File: src/rtl/opres_pkg.sv
package opres_pkg;

    typedef enum logic [1:0] {
        OPK_REG      = 2'd0,
        OPK_DIRECT   = 2'd1,
        OPK_INDIRECT = 2'd2,
        OPK_BIT      = 2'd3
    } opk_e;

    typedef enum logic [1:0] {
        ACC_READ  = 2'd0,
        ACC_WRITE = 2'd1,
        ACC_SET   = 2'd2,
        ACC_CLR   = 2'd3
    } acc_e;

    typedef enum logic {
        TGT_RAM = 1'b0,
        TGT_SFR = 1'b1
    } tgt_e;

    typedef struct packed {
        tgt_e       tgt;
        logic [7:0] addr;
        logic [2:0] idx;
    } loc_t;

    typedef struct packed {
        logic       vld;
        opk_e       kind;
        acc_e       op;
        loc_t       loc;
        logic       blocked;
        logic [7:0] wval;
    } req_t;

    localparam logic [7:0] SFR_ALIGN_MASK = 8'hF8;

    function automatic logic in_high_half(input logic [7:0] a);
        return a[7];
    endfunction

    function automatic logic [7:0] lane_of(input logic [2:0] idx);
        return 8'(1) << idx;
    endfunction

endpackage

File: src/rtl/bank_reg_map.sv
module bank_reg_map
    import opres_pkg::*;
#(
    parameter int NUM_BANKS     = 4,
    parameter int REGS_PER_BANK = 8,
    localparam int BANK_W = (NUM_BANKS > 1) ? $clog2(NUM_BANKS) : 1,
    localparam int REG_W  = (REGS_PER_BANK > 1) ? $clog2(REGS_PER_BANK) : 1
) (
    input  logic [BANK_W-1:0] bank,
    input  logic [REG_W-1:0]  rnum,
    output loc_t              loc
);
    localparam bit POW2 = (REGS_PER_BANK == (1 << REG_W));

    logic [7:0] base_addr;

    generate
        if (POW2) begin : g_concat
            always_comb base_addr = 8'({bank, rnum});
        end else begin : g_mult
            always_comb base_addr = 8'(int'(bank) * REGS_PER_BANK + int'(rnum));
        end
    endgenerate

    always_comb begin
        loc.tgt  = TGT_RAM;
        loc.addr = base_addr;
        loc.idx  = 3'd0;
    end
endmodule

File: src/rtl/bit_addr_map.sv
module bit_addr_map
    import opres_pkg::*;
#(
    parameter logic [7:0] BIT_RAM_BASE = 8'h20
) (
    input  logic [7:0] bit_addr,
    output loc_t       loc
);
    always_comb begin
        loc.idx = bit_addr[2:0];
        if (in_high_half(bit_addr)) begin
            loc.tgt  = TGT_SFR;
            loc.addr = bit_addr & SFR_ALIGN_MASK;
        end else begin
            loc.tgt  = TGT_RAM;
            loc.addr = BIT_RAM_BASE + 8'(bit_addr[6:3]);
        end
    end
endmodule

File: src/rtl/byte_addr_map.sv
module byte_addr_map
    import opres_pkg::*;
#(
    parameter bit UPPER_RAM_PRESENT = 1'b1
) (
    input  logic [7:0] addr,
    input  logic       indirect,
    input  logic       upper_en,
    output loc_t       loc,
    output logic       blocked
);
    logic hi;
    always_comb hi = in_high_half(addr);

    always_comb begin
        loc.addr = addr;
        loc.idx  = 3'd0;
        loc.tgt  = (hi && !indirect) ? TGT_SFR : TGT_RAM;
    end

    generate
        if (UPPER_RAM_PRESENT) begin : g_upper
            always_comb blocked = indirect && hi && !upper_en;
        end else begin : g_no_upper
            logic unused_en;
            always_comb unused_en = upper_en;
            always_comb blocked = indirect && hi;
        end
    endgenerate
endmodule

File: src/rtl/bit_rmw_unit.sv
module bit_rmw_unit
    import opres_pkg::*;
(
    input  req_t       req,
    input  logic [7:0] rd_byte,
    output logic [7:0] wr_mask,
    output logic [7:0] wr_data,
    output logic [7:0] rd_data,
    output logic       bit_rd
);
    logic       is_bit;
    logic [7:0] new_bits;

    always_comb begin
        is_bit = (req.kind == OPK_BIT);
        wr_mask = 8'h00;
        new_bits = req.wval;
        if (req.vld && !req.blocked) begin
            if (is_bit) begin
                if (req.op != ACC_READ) wr_mask = lane_of(req.loc.idx);
                case (req.op)
                    ACC_SET:   new_bits = 8'hFF;
                    ACC_CLR:   new_bits = 8'h00;
                    default:   new_bits = {8{req.wval[0]}};
                endcase
            end else if (req.op == ACC_WRITE) begin
                wr_mask = 8'hFF;
            end
        end
        rd_data = req.blocked ? 8'h00 : rd_byte;
        bit_rd  = rd_data[req.loc.idx];
        wr_data = (rd_byte & ~wr_mask) | (new_bits & wr_mask);
    end
endmodule

File: src/rtl/operand_resolver.sv
module operand_resolver
    import opres_pkg::*;
#(
    parameter int         NUM_BANKS         = 4,
    parameter int         REGS_PER_BANK     = 8,
    parameter logic [7:0] BIT_RAM_BASE      = 8'h20,
    parameter bit         UPPER_RAM_PRESENT = 1'b1,
    localparam int BANK_W = (NUM_BANKS > 1) ? $clog2(NUM_BANKS) : 1,
    localparam int REG_W  = (REGS_PER_BANK > 1) ? $clog2(REGS_PER_BANK) : 1
) (
    input  logic              clk,
    input  logic              rst,
    input  logic              in_vld,
    input  logic [1:0]        op_kind,
    input  logic [1:0]        acc_op,
    input  logic [REG_W-1:0]  reg_num,
    input  logic [7:0]        op_addr,
    input  logic [BANK_W-1:0] bank_sel,
    input  logic              upper_ram_en,
    input  logic [7:0]        wr_val,
    input  logic [7:0]        rd_byte,
    output logic              out_vld,
    output logic              tgt_sfr,
    output logic [7:0]        byte_addr,
    output logic [2:0]        bit_idx,
    output logic [7:0]        wr_mask,
    output logic [7:0]        wr_data,
    output logic [7:0]        rd_data,
    output logic              bit_rd,
    output logic              access_blocked
);
    localparam int BANK_TOP = NUM_BANKS * REGS_PER_BANK;
    localparam logic [7:0] BIT_RAM_LAST = BIT_RAM_BASE + 8'd15;

    opk_e kind_in;
    acc_e op_in;
    loc_t loc_reg, loc_bit, loc_byte, loc_sel;
    logic byte_blocked;
    req_t req_d, req_q;

    always_comb begin
        kind_in = opk_e'(op_kind);
        op_in   = acc_e'(acc_op);
    end

    bank_reg_map #(.NUM_BANKS(NUM_BANKS), .REGS_PER_BANK(REGS_PER_BANK)) u_bank (
        .bank (bank_sel),
        .rnum (reg_num),
        .loc  (loc_reg)
    );

    bit_addr_map #(.BIT_RAM_BASE(BIT_RAM_BASE)) u_bit (
        .bit_addr (op_addr),
        .loc      (loc_bit)
    );

    byte_addr_map #(.UPPER_RAM_PRESENT(UPPER_RAM_PRESENT)) u_byte (
        .addr     (op_addr),
        .indirect (kind_in == OPK_INDIRECT),
        .upper_en (upper_ram_en),
        .loc      (loc_byte),
        .blocked  (byte_blocked)
    );

    always_comb begin
        case (kind_in)
            OPK_REG: loc_sel = loc_reg;
            OPK_BIT: loc_sel = loc_bit;
            default: loc_sel = loc_byte;
        endcase
        req_d.vld     = in_vld;
        req_d.kind    = kind_in;
        req_d.op      = op_in;
        req_d.loc     = loc_sel;
        req_d.blocked = (kind_in == OPK_INDIRECT) && byte_blocked;
        req_d.wval    = wr_val;
    end

    always_ff @(posedge clk) begin
        if (rst) begin
            req_q <= '0;
        end else if (in_vld) begin
            req_q <= req_d;
        end else begin
            req_q.vld <= 1'b0;
        end
    end

    bit_rmw_unit u_rmw (
        .req     (req_q),
        .rd_byte (rd_byte),
        .wr_mask (wr_mask),
        .wr_data (wr_data),
        .rd_data (rd_data),
        .bit_rd  (bit_rd)
    );

    always_comb begin
        out_vld        = req_q.vld;
        tgt_sfr        = (req_q.loc.tgt == TGT_SFR);
        byte_addr      = req_q.loc.addr;
        bit_idx        = req_q.loc.idx;
        access_blocked = req_q.vld && req_q.blocked;
    end

    AST_REG_IN_BANKS: assert property (@(posedge clk) disable iff (rst)
        (out_vld && req_q.kind == OPK_REG) |-> (!tgt_sfr && int'(byte_addr) < BANK_TOP));
    AST_BIT_RAM_WINDOW: assert property (@(posedge clk) disable iff (rst)
        (out_vld && req_q.kind == OPK_BIT && !tgt_sfr) |->
            (byte_addr >= BIT_RAM_BASE && byte_addr <= BIT_RAM_LAST));
    AST_SFR_BIT_ALIGNED: assert property (@(posedge clk) disable iff (rst)
        (out_vld && req_q.kind == OPK_BIT && tgt_sfr) |-> (byte_addr[2:0] == 3'd0 && byte_addr[7]));
    AST_INDIRECT_IN_RAM: assert property (@(posedge clk) disable iff (rst)
        (out_vld && req_q.kind == OPK_INDIRECT) |-> !tgt_sfr);
    AST_BLOCKED_SILENT: assert property (@(posedge clk) disable iff (rst)
        access_blocked |-> (wr_mask == 8'h00 && rd_data == 8'h00 && !bit_rd));
    AST_BIT_ONE_LANE: assert property (@(posedge clk) disable iff (rst)
        (out_vld && req_q.kind == OPK_BIT) |-> $onehot0(wr_mask));
    AST_KEEP_OTHER_BITS: assert property (@(posedge clk) disable iff (rst)
        (((wr_data ^ rd_byte) & ~wr_mask) == 8'h00));
    AST_VALID_NEXT: assert property (@(posedge clk) disable iff (rst)
        in_vld |=> out_vld);
    AST_IDLE_NO_WRITE: assert property (@(posedge clk) disable iff (rst)
        !out_vld |-> (wr_mask == 8'h00));
endmodule

File: config.mk
export PLATFORM = sky130hd
export DESIGN_NAME = operand_resolver
export DESIGN_NICKNAME = d
export VERILOG_FILES = /design/src/rtl/opres_pkg.sv /design/src/rtl/bank_reg_map.sv /design/src/rtl/bit_addr_map.sv /design/src/rtl/byte_addr_map.sv /design/src/rtl/bit_rmw_unit.sv /design/src/rtl/operand_resolver.sv
export SDC_FILE = /design/constraint.sdc
export NUM_CORES = 1
export LEC_CHECK = 0
export CAP_MARGIN = 5
export CORE_MARGIN = 2
export CORE_UTILIZATION = 41
export CTS_CLUSTER_DIAMETER = 80
export DETAILED_ROUTE_END_ITERATION = 6
export PLACE_DENSITY = 0.92
export SYNTH_ARGS = -nofsm -noshare
export SYNTH_HDL_FRONTEND = slang
export SYNTH_SLANG_ARGS = --single-unit
File: constraint.sdc
create_clock -name clk -period 1.6 [get_ports clk]
set_clock_uncertainty 0.1 [all_clocks]
set_input_delay 0.32 -clock clk [delete_from_list [all_inputs] [get_ports clk]]
set_output_delay 0.32 -clock clk [all_outputs]
set_load 0.005 [all_outputs]
==> flow_metrics.tcl <==
set metrics [dict create \
    outcome "finished, violations left" \
    violations "negative setup slack" \
    ys_seq_area_share_pct 32.8 \
    critPathArrivalTime_ns 1.85 \
    num_vias 2069 \
    rsz0062_at_grt "yes" \
    initial_utilization_pct 43.0 \
    cts.path.max_buffers 2 \
    pin_count 76 \
    clk_pin_slew_ns 0.10 \
    firstDrtPassIters 5 \
    drv_slew 0 \
    hold_violations 0 \
    path_cells "and2b_2 -> o21ai_4 -> o21bai_2 -> a221oi_1 -> buf_2" \
    areaGrowthSynthToFinish_pct 92.0 \
    synth.most_common_cell "nor2_1" \
    p_leak_uw 0.00138 \
    synthArstFlopShare_pct 0 \
    place_area_um2 2580 \
    grt_first_pass_wirelength_um 10700 \
    rows 22 \
    portBuffers 75 \
    crit_required_ns 1.18 \
    track_usage_pct 33.0 \
    grt_overflow 0 \
    dieWidth_um 66.2 \
    synth_seq_cells 26 \
    placement.setup.worst_slack_ns -0.704 \
    syn_avg_cell_area_um2 8.39 \
    drc 0 \
    postLayoutCellArea_um2 3040 \
    critPathCaptureType "primary output" \
    wl_per_cell_um 22.1 \
    synth_flop_cell "dfxtp_1" \
    worstSetupStartpointType "register" \
    syn-num-nets 229 \
    fmax_mhz 440 \
    clkSinkCount 26 \
    synth_enable_flop_cells 0 \
    powerDensity_nw_per_um2 561 \
    drt_iter0_markers 192 \
    cts-buffers-inserted 3 \
    critical_path_class "reg -> out" \
    tightest_slew_ns 0.396 \
    ir_worst_vdd_mv 0.733 \
    viasPerCell 5.81 \
    insertion_delay_ns 0.28 \
    final_core_util_pct 82.5 \
    worstHoldPathType "reg -> reg" \
    cts_hold_buf 0 \
    synth_common_cells "nor2_1 (32), dfxtp_1 (26), a21oi_1 (13), mux2i_1 (13), buf_4 (12)" \
    cts_tree "done" \
    period_minus_slack_ns 2.27 \
    finalWorstSetupSlack_ns -0.675 \
    setup_violations 18 \
    setup_tns_ns -7.72 \
    synth.largest_area_cell "dfxtp_1" \
    diodes 0 \
    hpwl_um 3880 \
    clockRootBuffer "clkbuf_8" \
    synth_area_leaders "dfxtp_1 (33%), mux2i_1 (8.2%), nor2_1 (7.6%)" \
    yosys_warnings 0 \
    cpMaxStageDelayCell "a221oi_1" \
    drt_wl_total_um 7880 \
    core_area_um2 3690 \
    cts_htree_levels 1 \
    dp_cells 333 \
    grt_pass1_vias 2099 \
    grt_start_max_net_pins 27 \
    gp_congestion 0.873 \
    drive_above_1_share_pct 46.4 \
    fp.dieH_um 66.2 \
    nets 349 \
    drtAntennaViolNets 0 \
    max_stage_delay_ns 0.42 \
    critPathMaxFanout 6 \
    netlist_area_um2 1590 \
    synthCells 189 \
    ys_types 35 \
    synth_top_area_share_pct 32.8 \
    die-area_um2 4380 \
    final_cells 356 \
    period_share_pct 142 \
    max_slew_margin_pct 73.6 \
    antenna_found_initial 0 \
    cap_violations 0 \
]
==> worst max-delay path: cells and delay by family (launching register included) <==
kind	cells	cell delay, ns
DFF	1	0.35
and+or+nand+nor	1	0.26
AOI/OAI and AO/OA	3	0.75
buffers and inverters	1	0.20
==> layer usage <==
layer,vias to the layer above,GRT usage (%),share of wire (%)
li1,892,-,-
met1,989,35.5,38
met2,145,57.6,49
met3,43,7.33,6.9
met4,0,21.2,5.8
met5,-,0,0
==> report_power, final <==
| part | switching, µW | internal (µW) |
|---|---|---|
| logic | 230 | 307 |
| registers | 31.5 | 682 |
| clock network | 235 | 221 |
| total | 496 | 1210 |
==> through the flow <==
| step | hold slack, ns | power [µW] |
|---|---|---|
| 4_1_cts | 0.377 | 1610 |
| 6_report | 0.377 | 1710 |
| 3_3_place_gp | 0.350 | 1160 |
| 3_5_place_dp | 0.364 | 1180 |
| 5_1_grt | 0.400 | 1750 |
| 2_1_floorplan | 0.341 | 906 |
==> logic make-up (layout without fill, tap and decap cells) <==
kind of cell | after synthesis | count (layout) | synth area share [%]
adders and majority gates | 3 | 3 | 2.37
AOI/OAI and AO/OA | 41 | 41 | 20.8
and+or+nand+nor | 73 | 73 | 21.6
muxes | 15 | 15 | 11.0
buffers and inverters | 31 | 150 | 11.4
DFF | 26 | 26 | 32.8
==> path summary, 6_finish.rpt <==
path	start	to	slack [ns]	cells past startpoint
setup / recovery	req_q[8]	wr_data[2]	-0.67	5
setup reg to reg	req_q[23]	req_q[23]	0.57	3
hold / removal	byte_addr[7]	byte_addr[7]	0.38	2
hold reg to reg	byte_addr[7]	byte_addr[7]	0.38	2
==> repair_timing <==
action / 4_1_cts / 5_1_grt
resized for setup: 164 / 30
cloned: 0 / 0
endpoints found under the setup margin: 35 / 24
pin swaps: 24 / 7
setup buffers: 14 / 7
==> area by class of cell <==
| class | count | area, µm² |
|---|---|---|
| fillers | 194 | 644 |
| multi-input cells | 132 | 1120 |
| flip-flops and latches | 26 | 539 |
| clock buffers | 4 | 55.1 |
| repair buffers | 137 | 1230 |
| inverters | 9 | 33.8 |
| well taps | 48 | 60.1 |
==> layout by cell type, fill, tap and decap left out, drive strengths merged, types with 2 or more instances in the layout <==
master	n
nor2	32
inv	9
o211a	2
dfxtp	26
clkdlybuf4s50	38
mux4	2
ha	3
a211oi	4
a21oi	13
o21bai	4
a222oi	3
dlymetal6s2s	3
o221a	4
and2	6
clkdlybuf4s15	3
buf	81
a221oi	5
nand3	11
mux2i	13
clkbuf	6
dlygate4sd2	10
nand2	10
nor2b	9
==> state kept, by name (all words and copies together), names as in the netlist <==
signal / cells
out_vld: 1
bit_idx: 3
byte_addr: 8
tgt_sfr: 1
req_q: 13
Note: power is estimated with default switching activity, not from simulation.
